File: src/rtl/fcs_pkg.sv
package fcs_pkg;

    localparam int ADDR_W = 12;

    localparam logic [ADDR_W-1:0] UNLK_A1 = 12'hAAA;
    localparam logic [ADDR_W-1:0] UNLK_A2 = 12'h554;
    localparam logic [7:0]        UNLK_D1 = 8'hAA;
    localparam logic [7:0]        UNLK_D2 = 8'h55;

    localparam logic [7:0] OPC_TO_READ = 8'hF0;
    localparam logic [7:0] OPC_PROG    = 8'hA0;
    localparam logic [7:0] OPC_ERASE   = 8'h80;
    localparam logic [7:0] OPC_IDENT   = 8'h90;
    localparam logic [7:0] OPC_GUARD   = 8'hC0;
    localparam logic [7:0] ERS_SECTOR  = 8'h30;
    localparam logic [7:0] ERS_ALL     = 8'h10;

    typedef enum logic [2:0] {
        MD_READ    = 3'd0,
        MD_IDENT   = 3'd1,
        MD_GUARD   = 3'd2,
        MD_PROG    = 3'd3,
        MD_SERASE  = 3'd4,
        MD_BULK    = 3'd5,
        MD_ERROR   = 3'd6,
        MD_RECOVER = 3'd7
    } fcs_mode_e;

    typedef enum logic [2:0] {
        CK_NONE, CK_TO_READ, CK_PROG, CK_SERASE, CK_BULK, CK_IDENT, CK_GUARD
    } fcs_cmd_e;

    typedef struct packed {
        fcs_cmd_e    kind;
        logic [7:0]  data;
    } fcs_cmd_t;

    typedef struct packed {
        logic       ready;
        logic       err;
        fcs_mode_e  mode;
    } fcs_stat_t;

    function automatic int imax(input int a, input int b);
        return (a > b) ? a : b;
    endfunction

    function automatic logic in_operation(input fcs_mode_e m);
        return m inside {MD_PROG, MD_SERASE, MD_BULK, MD_ERROR, MD_RECOVER};
    endfunction

endpackage

File: src/rtl/fcs_cmd_decode.sv
module fcs_cmd_decode
    import fcs_pkg::*;
(
    input  logic              clk,
    input  logic              rst,
    input  logic              flush,
    input  logic              we,
    input  logic [ADDR_W-1:0] addr,
    input  logic [7:0]        wdata,
    output fcs_cmd_t          cmd
);

    typedef enum logic [2:0] {DS_IDLE, DS_UNLK1, DS_UNLK2, DS_PSETUP, DS_ESETUP} dec_state_e;

    dec_state_e st_q, st_d;

    always_comb begin
        st_d      = st_q;
        cmd.kind  = CK_NONE;
        cmd.data  = wdata;
        if (we) begin
            case (st_q)
                DS_IDLE: begin
                    if (addr == UNLK_A1 && wdata == UNLK_D1) st_d = DS_UNLK1;
                    else if (wdata == OPC_TO_READ)           cmd.kind = CK_TO_READ;
                end
                DS_UNLK1: st_d = (addr == UNLK_A2 && wdata == UNLK_D2) ? DS_UNLK2 : DS_IDLE;
                DS_UNLK2: begin
                    st_d = DS_IDLE;
                    case (wdata)
                        OPC_TO_READ: cmd.kind = CK_TO_READ;
                        OPC_PROG:    st_d = DS_PSETUP;
                        OPC_ERASE:   st_d = DS_ESETUP;
                        OPC_IDENT:   cmd.kind = CK_IDENT;
                        OPC_GUARD:   cmd.kind = CK_GUARD;
                        default:     st_d = DS_IDLE;
                    endcase
                end
                DS_PSETUP: begin
                    st_d     = DS_IDLE;
                    cmd.kind = CK_PROG;
                end
                DS_ESETUP: begin
                    st_d = DS_IDLE;
                    if (wdata == ERS_SECTOR)   cmd.kind = CK_SERASE;
                    else if (wdata == ERS_ALL) cmd.kind = CK_BULK;
                end
                default: st_d = DS_IDLE;
            endcase
        end
    end

    always_ff @(posedge clk) begin
        if (rst || flush) st_q <= DS_IDLE;
        else              st_q <= st_d;
    end

endmodule

File: src/rtl/fcs_op_ctrl.sv
module fcs_op_ctrl
    import fcs_pkg::*;
#(
    parameter int NSEC       = 4,
    parameter int WBITS      = 2,
    parameter int PROG_CYC   = 8,
    parameter int SERASE_CYC = 40,
    parameter int BULK_CYC   = 80,
    parameter int REC_CYC    = 2500,
    localparam int SEC_BITS  = $clog2(NSEC),
    localparam int IDX_W     = SEC_BITS + WBITS
)(
    input  logic                clk,
    input  logic                rst,
    input  logic                abort,
    input  fcs_cmd_t            cmd,
    input  logic [SEC_BITS-1:0] cmd_sec,
    input  logic [WBITS-1:0]    cmd_word,
    input  logic [NSEC-1:0]     prot,
    input  logic [7:0]          cell_data,
    output logic [IDX_W-1:0]    op_idx,
    output logic                wr_en,
    output logic [7:0]          wr_data,
    output logic [NSEC-1:0]     ers_mask,
    output fcs_stat_t           stat
);

    localparam int MAX_CYC = imax(imax(PROG_CYC, SERASE_CYC), imax(BULK_CYC, REC_CYC));
    localparam int CNT_W   = $clog2(MAX_CYC + 1);

    fcs_mode_e          mode_q;
    logic [CNT_W-1:0]   cnt_q;
    logic [IDX_W-1:0]   idx_q;
    logic [7:0]         data_q;
    logic [NSEC-1:0]    mask_q;
    logic               last_cyc, fail, to_read;

    assign last_cyc = (cnt_q == '0);
    assign fail     = |(data_q & ~cell_data);
    assign to_read  = (cmd.kind == CK_TO_READ);

    assign op_idx   = idx_q;
    assign wr_data  = data_q;
    assign wr_en    = (mode_q == MD_PROG) && last_cyc && !abort && !fail;
    assign ers_mask = ((mode_q == MD_BULK || (mode_q == MD_SERASE && !to_read))
                       && last_cyc && !abort) ? mask_q : '0;

    assign stat.mode  = mode_q;
    assign stat.err   = (mode_q == MD_ERROR);
    assign stat.ready = (mode_q inside {MD_READ, MD_IDENT, MD_GUARD});

    always_ff @(posedge clk) begin
        if (rst) begin
            mode_q <= MD_READ;
            cnt_q  <= '0;
            idx_q  <= '0;
            data_q <= '0;
            mask_q <= '0;
        end else if (abort) begin
            if (in_operation(mode_q)) begin
                mode_q <= MD_RECOVER;
                cnt_q  <= CNT_W'(REC_CYC - 1);
            end else begin
                mode_q <= MD_READ;
            end
        end else begin
            case (mode_q)
                MD_READ: begin
                    case (cmd.kind)
                        CK_PROG: if (!prot[cmd_sec]) begin
                            mode_q <= MD_PROG;
                            cnt_q  <= CNT_W'(PROG_CYC - 1);
                            idx_q  <= {cmd_sec, cmd_word};
                            data_q <= cmd.data;
                        end
                        CK_SERASE: if (!prot[cmd_sec]) begin
                            mode_q <= MD_SERASE;
                            cnt_q  <= CNT_W'(SERASE_CYC - 1);
                            mask_q <= NSEC'(1) << cmd_sec;
                        end
                        CK_BULK: if (|(~prot)) begin
                            mode_q <= MD_BULK;
                            cnt_q  <= CNT_W'(BULK_CYC - 1);
                            mask_q <= ~prot;
                        end
                        CK_IDENT: mode_q <= MD_IDENT;
                        CK_GUARD: mode_q <= MD_GUARD;
                        default:  mode_q <= MD_READ;
                    endcase
                end
                MD_IDENT, MD_GUARD: if (to_read) mode_q <= MD_READ;
                MD_PROG: begin
                    if (last_cyc) mode_q <= fail ? MD_ERROR : MD_READ;
                    else          cnt_q  <= cnt_q - 1'b1;
                end
                MD_SERASE: begin
                    if (to_read) begin
                        mode_q <= MD_RECOVER;
                        cnt_q  <= CNT_W'(REC_CYC - 1);
                    end else if (last_cyc) mode_q <= MD_READ;
                    else                   cnt_q  <= cnt_q - 1'b1;
                end
                MD_BULK, MD_RECOVER: begin
                    if (last_cyc) mode_q <= MD_READ;
                    else          cnt_q  <= cnt_q - 1'b1;
                end
                MD_ERROR: if (to_read) begin
                    mode_q <= MD_RECOVER;
                    cnt_q  <= CNT_W'(REC_CYC - 1);
                end
                default: mode_q <= MD_READ;
            endcase
        end
    end

endmodule

File: src/rtl/fcs_array.sv
module fcs_array
    import fcs_pkg::*;
#(
    parameter int          NSEC   = 4,
    parameter int          WBITS  = 2,
    parameter logic [7:0]  MFR_ID = 8'h5E,
    parameter logic [7:0]  DEV_ID = 8'hA7,
    localparam int SEC_BITS = $clog2(NSEC),
    localparam int IDX_W    = SEC_BITS + WBITS,
    localparam int WORDS    = 1 << WBITS,
    localparam int DEPTH    = NSEC * WORDS
)(
    input  logic             clk,
    input  logic             rst,
    input  logic             wr_en,
    input  logic [IDX_W-1:0] op_idx,
    input  logic [7:0]       wr_data,
    input  logic [NSEC-1:0]  ers_mask,
    output logic [7:0]       cell_data,
    input  logic [IDX_W-1:0] rd_idx,
    input  logic             rd_lsb,
    input  fcs_mode_e        mode,
    input  logic [NSEC-1:0]  prot,
    output logic [7:0]       rdata
);

    logic [7:0] flat [DEPTH];

    for (genvar s = 0; s < NSEC; s++) begin : g_sec
        logic [7:0] cell_q [WORDS];
        logic       hit;
        assign hit = wr_en && (op_idx[IDX_W-1 -: SEC_BITS] == SEC_BITS'(s));

        always_ff @(posedge clk) begin
            if (rst || ers_mask[s]) begin
                for (int w = 0; w < WORDS; w++) cell_q[w] <= 8'hFF;
            end else if (hit) begin
                cell_q[op_idx[WBITS-1:0]] <= cell_q[op_idx[WBITS-1:0]] & wr_data;
            end
        end

        for (genvar w = 0; w < WORDS; w++) begin : g_word
            assign flat[s*WORDS + w] = cell_q[w];
        end
    end

    assign cell_data = flat[op_idx];

    always_comb begin
        case (mode)
            MD_READ:  rdata = flat[rd_idx];
            MD_IDENT: rdata = rd_lsb ? DEV_ID : MFR_ID;
            MD_GUARD: rdata = 8'(prot);
            MD_ERROR: rdata = 8'h20;
            default:  rdata = 8'h00;
        endcase
    end

endmodule

File: src/rtl/fcs_top.sv
module fcs_top
    import fcs_pkg::*;
#(
    parameter int          NSEC       = 4,
    parameter int          WBITS      = 2,
    parameter int          PROG_CYC   = 8,
    parameter int          SERASE_CYC = 40,
    parameter int          BULK_CYC   = 80,
    parameter int          REC_CYC    = 2500,
    parameter logic [7:0]  MFR_ID     = 8'h5E,
    parameter logic [7:0]  DEV_ID     = 8'hA7
)(
    input  logic             clk,
    input  logic             rst,
    input  logic             abort_pin,
    input  logic             bus_we,
    input  logic [11:0]      bus_addr,
    input  logic [7:0]       bus_wdata,
    output logic [7:0]       bus_rdata,
    input  logic             cfg_prot_we,
    input  logic [NSEC-1:0]  cfg_prot_val,
    output logic             ready,
    output logic             err_flag,
    output logic [2:0]       mode
);

    localparam int SEC_BITS = $clog2(NSEC);
    localparam int IDX_W    = SEC_BITS + WBITS;

    fcs_cmd_t            dec_cmd;
    fcs_stat_t           stat;
    logic [NSEC-1:0]     prot_q;
    logic [SEC_BITS-1:0] cmd_sec;
    logic [WBITS-1:0]    cmd_word;
    logic [IDX_W-1:0]    op_idx;
    logic                wr_en;
    logic [7:0]          wr_data, cell_data;
    logic [NSEC-1:0]     ers_mask;
    fcs_mode_e           op_mode;

    assign cmd_sec  = bus_addr[ADDR_W-1 -: SEC_BITS];
    assign cmd_word = bus_addr[WBITS-1:0];
    assign op_mode  = stat.mode;

    always_ff @(posedge clk) begin
        if (rst)              prot_q <= '0;
        else if (cfg_prot_we) prot_q <= cfg_prot_val;
    end

    fcs_cmd_decode u_dec (
        .clk(clk), .rst(rst), .flush(abort_pin), .we(bus_we),
        .addr(bus_addr), .wdata(bus_wdata), .cmd(dec_cmd)
    );

    fcs_op_ctrl #(
        .NSEC(NSEC), .WBITS(WBITS), .PROG_CYC(PROG_CYC), .SERASE_CYC(SERASE_CYC),
        .BULK_CYC(BULK_CYC), .REC_CYC(REC_CYC)
    ) u_ctrl (
        .clk(clk), .rst(rst), .abort(abort_pin), .cmd(dec_cmd),
        .cmd_sec(cmd_sec), .cmd_word(cmd_word), .prot(prot_q), .cell_data(cell_data),
        .op_idx(op_idx), .wr_en(wr_en), .wr_data(wr_data), .ers_mask(ers_mask), .stat(stat)
    );

    fcs_array #(
        .NSEC(NSEC), .WBITS(WBITS), .MFR_ID(MFR_ID), .DEV_ID(DEV_ID)
    ) u_arr (
        .clk(clk), .rst(rst), .wr_en(wr_en), .op_idx(op_idx), .wr_data(wr_data),
        .ers_mask(ers_mask), .cell_data(cell_data), .rd_idx({cmd_sec, cmd_word}),
        .rd_lsb(bus_addr[0]), .mode(op_mode), .prot(prot_q), .rdata(bus_rdata)
    );

    assign ready    = stat.ready;
    assign err_flag = stat.err;
    assign mode     = 3'(stat.mode);

endmodule

File: config.mk
export PLATFORM = sky130hd
export DESIGN_NAME = fcs_top
export DESIGN_NICKNAME = d
export VERILOG_FILES = /design/src/rtl/fcs_pkg.sv /design/src/rtl/fcs_cmd_decode.sv /design/src/rtl/fcs_op_ctrl.sv /design/src/rtl/fcs_array.sv /design/src/rtl/fcs_top.sv
export SDC_FILE = /design/constraint.sdc
export NUM_CORES = 1
export LEC_CHECK = 0
export CAP_MARGIN = 15
export CORE_ASPECT_RATIO = 1.4
export CORE_MARGIN = 5
export CORE_UTILIZATION = 47
export CTS_BUF_LIST = sky130_fd_sc_hd__clkbuf_2
export CTS_CLUSTER_SIZE = 14
export DETAILED_ROUTE_END_ITERATION = 8
export GPL_ROUTABILITY_DRIVEN = 1
export PLACE_DENSITY = 0.68
export SYNTH_ARGS = -nofsm -noshare
export SYNTH_HDL_FRONTEND = slang
export SYNTH_SLANG_ARGS = --single-unit
File: constraint.sdc
create_clock -name clk -period 9.09 [get_ports clk]
set_input_delay 1.3635 -clock clk [delete_from_list [all_inputs] [get_ports clk]]
set_output_delay 1.3635 -clock clk [all_outputs]
set_load 0.01 [all_outputs]
==> summary.txt <==
Logic synthesis
  – Library cells used by synthesis: 80
  – Synth area leaders: edfxtp_1, mux4_2, dfxtp_1, nand2_1, mux2i_1
  – EDFF count, synth: ~130
  – Synth Area in XOR/XNOR: 0.0838%
  – Synth Flop Type: edfxtp_1
  – Simple-gate area share of the yosys netlist: 18.0%
  – Syn. warnings: 0
  – Largest family of logic cells by synthesized area: multiplexers
  – Ys async rst share: 0%
  – Area leader, netlist: edfxtp_1
  – Synthesized cell area: ~0.010 sq mm
  – Syn avg cell area: between 10 and 15 sq um
  – Mux cell area share after synthesis: 24.8%
  – Seq cells post-synth: 168
  – Mapped Cells: just under 900
  – Post-synth net total: between 900 and 1,000
  – Adder-cell share of the synthesized area: less than 1%
  – Post-synthesis sequential area ratio: ~44%
  – Compound-cell area share of the yosys netlist: 9.03%
  – Share of Yosys cell area claimed by the top area cell type: approximately 37%

Detailed routing
  – Drt pass-1 iters: 5
  – Vias per inst: between 6 and 7
  – DRT iter0 DRCs: 674
  – WL/cell: 24.7 um
  – Final ANT Viol Nets: 0
  – Vias: between 7,000 and 8,000
  – Residual DRC: 0
  – Final WL: 30.1 mm

Cells and area
  – Layout Cells excl Fill: between 1,000 and 1,500
  – Fin util: just over 50%
  – Layout cells sized above 1: approximately 22%
  – Area Growth Syn to Fin: 8.15%
  – Net count reported at finish: 941

Critical path
  – Startpoint Class: input port
  – WP data required: 7730 ps
  – Crit Path Max Fanout: 37
  – Data arrival, critical path: 4040 ps
  – Worst setup EP type: output port
  – Crit Path Category: in2out
  – Bufs and invs on worst path: 3
  – CP most frequent cell: nor2_1
  – Slowest stage cell, crit path: mux4_2
  – Critical Path Max Stage Delay: a little over 600 ps
  – Worst path top cell family by delay: buffers and inverters
  – CP cell instances: buf_2 > buf_4 > mux4_2 > mux4_2 > nor2_1 > nor2_1 > a21oi_1 > nor2_1 > clkdlybuf4s50_1

Timing
  – Slew Viols, Final: 0
  – Fin crit period: 5400 ps
  – Final Hold Violating Endpoints: 0
  – Final Skew: 50.5 ps
  – Fmax achieved: between 150 and 200 MHz
  – Final worst-path cycle share: between 50% and 60%
  – Setup_tns: 0 ps
  – Tightest hold margin: between 500 and 600 ps
  – Pin slew with the least headroom to its limit: 1180 ps
  – RSZ-0062 raised after global routing: false
  – Final setup violation count: 0
  – Worst slew margin: 20.8%

Global route
  – Largest net degree at the start of global routing: 46
  – Total GRT Usage: approximately a quarter
  – GRT overflow: 0
  – Initial antenna violation count: 1
  – First-pass GRT wire length: roughly 46 mm
  – Vias in the first global route: slightly below 8,000

Clock network
  – Hold-fix buffers, CTS: 0
  – CTS clock-pin slew for the worst setup and hold paths: 270 ps
  – Clock sink total: approximately 170
  – Htree depth: 4
  – Clock Latency Late Sink: between 700 and 800 ps
  – CTS tree: built
  – Post_cts resized: 0
  – CTS Buf Count: 17
  – Post-CTS setup buffers: 0
  – Worst-case clock buffer depth: 2
  – Cell chosen for the clock root: clkbuf_2

Floorplanning
  – Die ar.: approximately 0.025 sq mm
  – Die width: 136 um
  – I/O Pins: 42
  – Row cnt: 64
  – Initial cell density of the core: approximately 48%
  – Core Region: 0.0219 sq mm
  – Die H: 186 um

Place
  – Placed cell count: 1,183
  – DPL Wire Length: approximately 22 mm
  – Routability Congestion: between 0.9 and 1
  – Buffers on Ports: between 40 and 50

Min path
  – Min-Delay Path Class: reg2reg

Power and ir drop
  – Leakage: about 0.0034 uW
  – Pwr/cell area: ~130 mW/mm^2
  – Peak supply drop: 61.5 uV
  – Total power: roughly 1400 uW

Run
  – Max-Cap Viols: 0

Outcome
  – Status: finished, final reports clean
-- registers in the layout, summed over array words and instances, names as in the netlist, named ones only --
name,cells
u_ctrl.mask_q,4
u_ctrl.mode_q,3
u_ctrl.cnt_q,12
u_dec.st_q,3
prot_q,4
u_ctrl.wr_data,8
u_ctrl.op_idx,4
u_arr.g_sec.cell_q,128
-- routing by layer --
metal | vias up | share of wire, % | global-route usage, %
met5 | - | 0 | 0
met4 | 0 | 7.4 | 16.3
met3 | 111 | 6.8 | 3.99
met2 | 430 | 52 | 41.9
met1 | 3910 | 34 | 27.0
li1 | 3485 | - | -
-- final timing paths --
kind,from,end,slack [ps],cells after the start
min,u_ctrl.cnt_q[0],u_ctrl.cnt_q[0],510,1
max,bus_addr[0],bus_rdata[2],3690,9
max reg2reg,u_ctrl.op_idx[2],u_arr.g_sec[3].cell_q[1][5],4740,8
min reg2reg,u_ctrl.cnt_q[0],u_ctrl.cnt_q[0],510,1
-- kinds of logic after synthesis --
| family | count (synthesis) |
|---|---|
| flip-flops | 168 |
| XOR/XNOR | 1 |
| adder cells (fa/ha/maj) | 2 |
| AND/OR/NAND/NOR | 374 |
| buffers and inverters | 72 |
| AO/OA/AOI/OAI | 135 |
| multiplexers | 136 |
-- cell usage after synthesis (9+ instances only) --
cell and number:
nor2b_1 10, mux2i_1 36, o21ai_0 35, mux4_2 98, inv_1 9, nand2_1 199, nor2_4 12, dfxtp_1 40
nand3_1 13, buf_2 12, a21oi_1 30, nor3_1 14, edfxtp_1 128, buf_1 9, nor2_1 54, clkbuf_1 26
-- metrics by stage --
step                      instance area (sq um)  setup slack (ps)
after floorplan                           10400              4260
after global placement                    11000              3690
after detailed placement                  11000              3720
after CTS                                 11300              3720
after global routing                      11300              3530
final                                     11300              3690
-- worst reg2reg max path, stage by stage, from the launching register on --
cell and delay, ps:
dfxtp_1 700, clkinv_1 440, nor2_1 660, a221o_1 360, o211ai_2 160, nor4_4 290
buf_4 280, nand2_1 140, o21ai_0 960
-- cells in the final DEF (no fill, tap or decap), drive strengths merged, types with 6 or more instances in the layout --
cell type	n
nand2	199
edfxtp	128
mux4	98
nor2	66
dfxtp	40
clkdlybuf4s50	39
o21ai	37
mux2i	36
a21oi	31
buf	24
nand3	19
clkbuf	18
nor3	15
inv	15
nor2b	10
clkinv	9
and3	8
nand4	7
a211oi	6
and2	6
or3	6
-- where the power goes --
| group | internal [uW] | total (uW) | switching, uW |
|---|---|---|---|
| Combinational | 85.6 | 159 | 73.2 |
| Clock | 105 | 385 | 280 |
| Sequential | 855 | 890 | 35.0 |
-- area by class of cell --
class,count,area (sq um)
Multi-Input combinational cell,648,5450
Clock buffer,17,85.1
Sequential cell,168,4650
Timing Repair Buffer,64,561
Fill cell,1925,10600
Tap cell,297,372
Clock inverter,15,140
Antenna cell,1,2.50
Inverter,11,41.3
(Power assumes the default switching activity.)
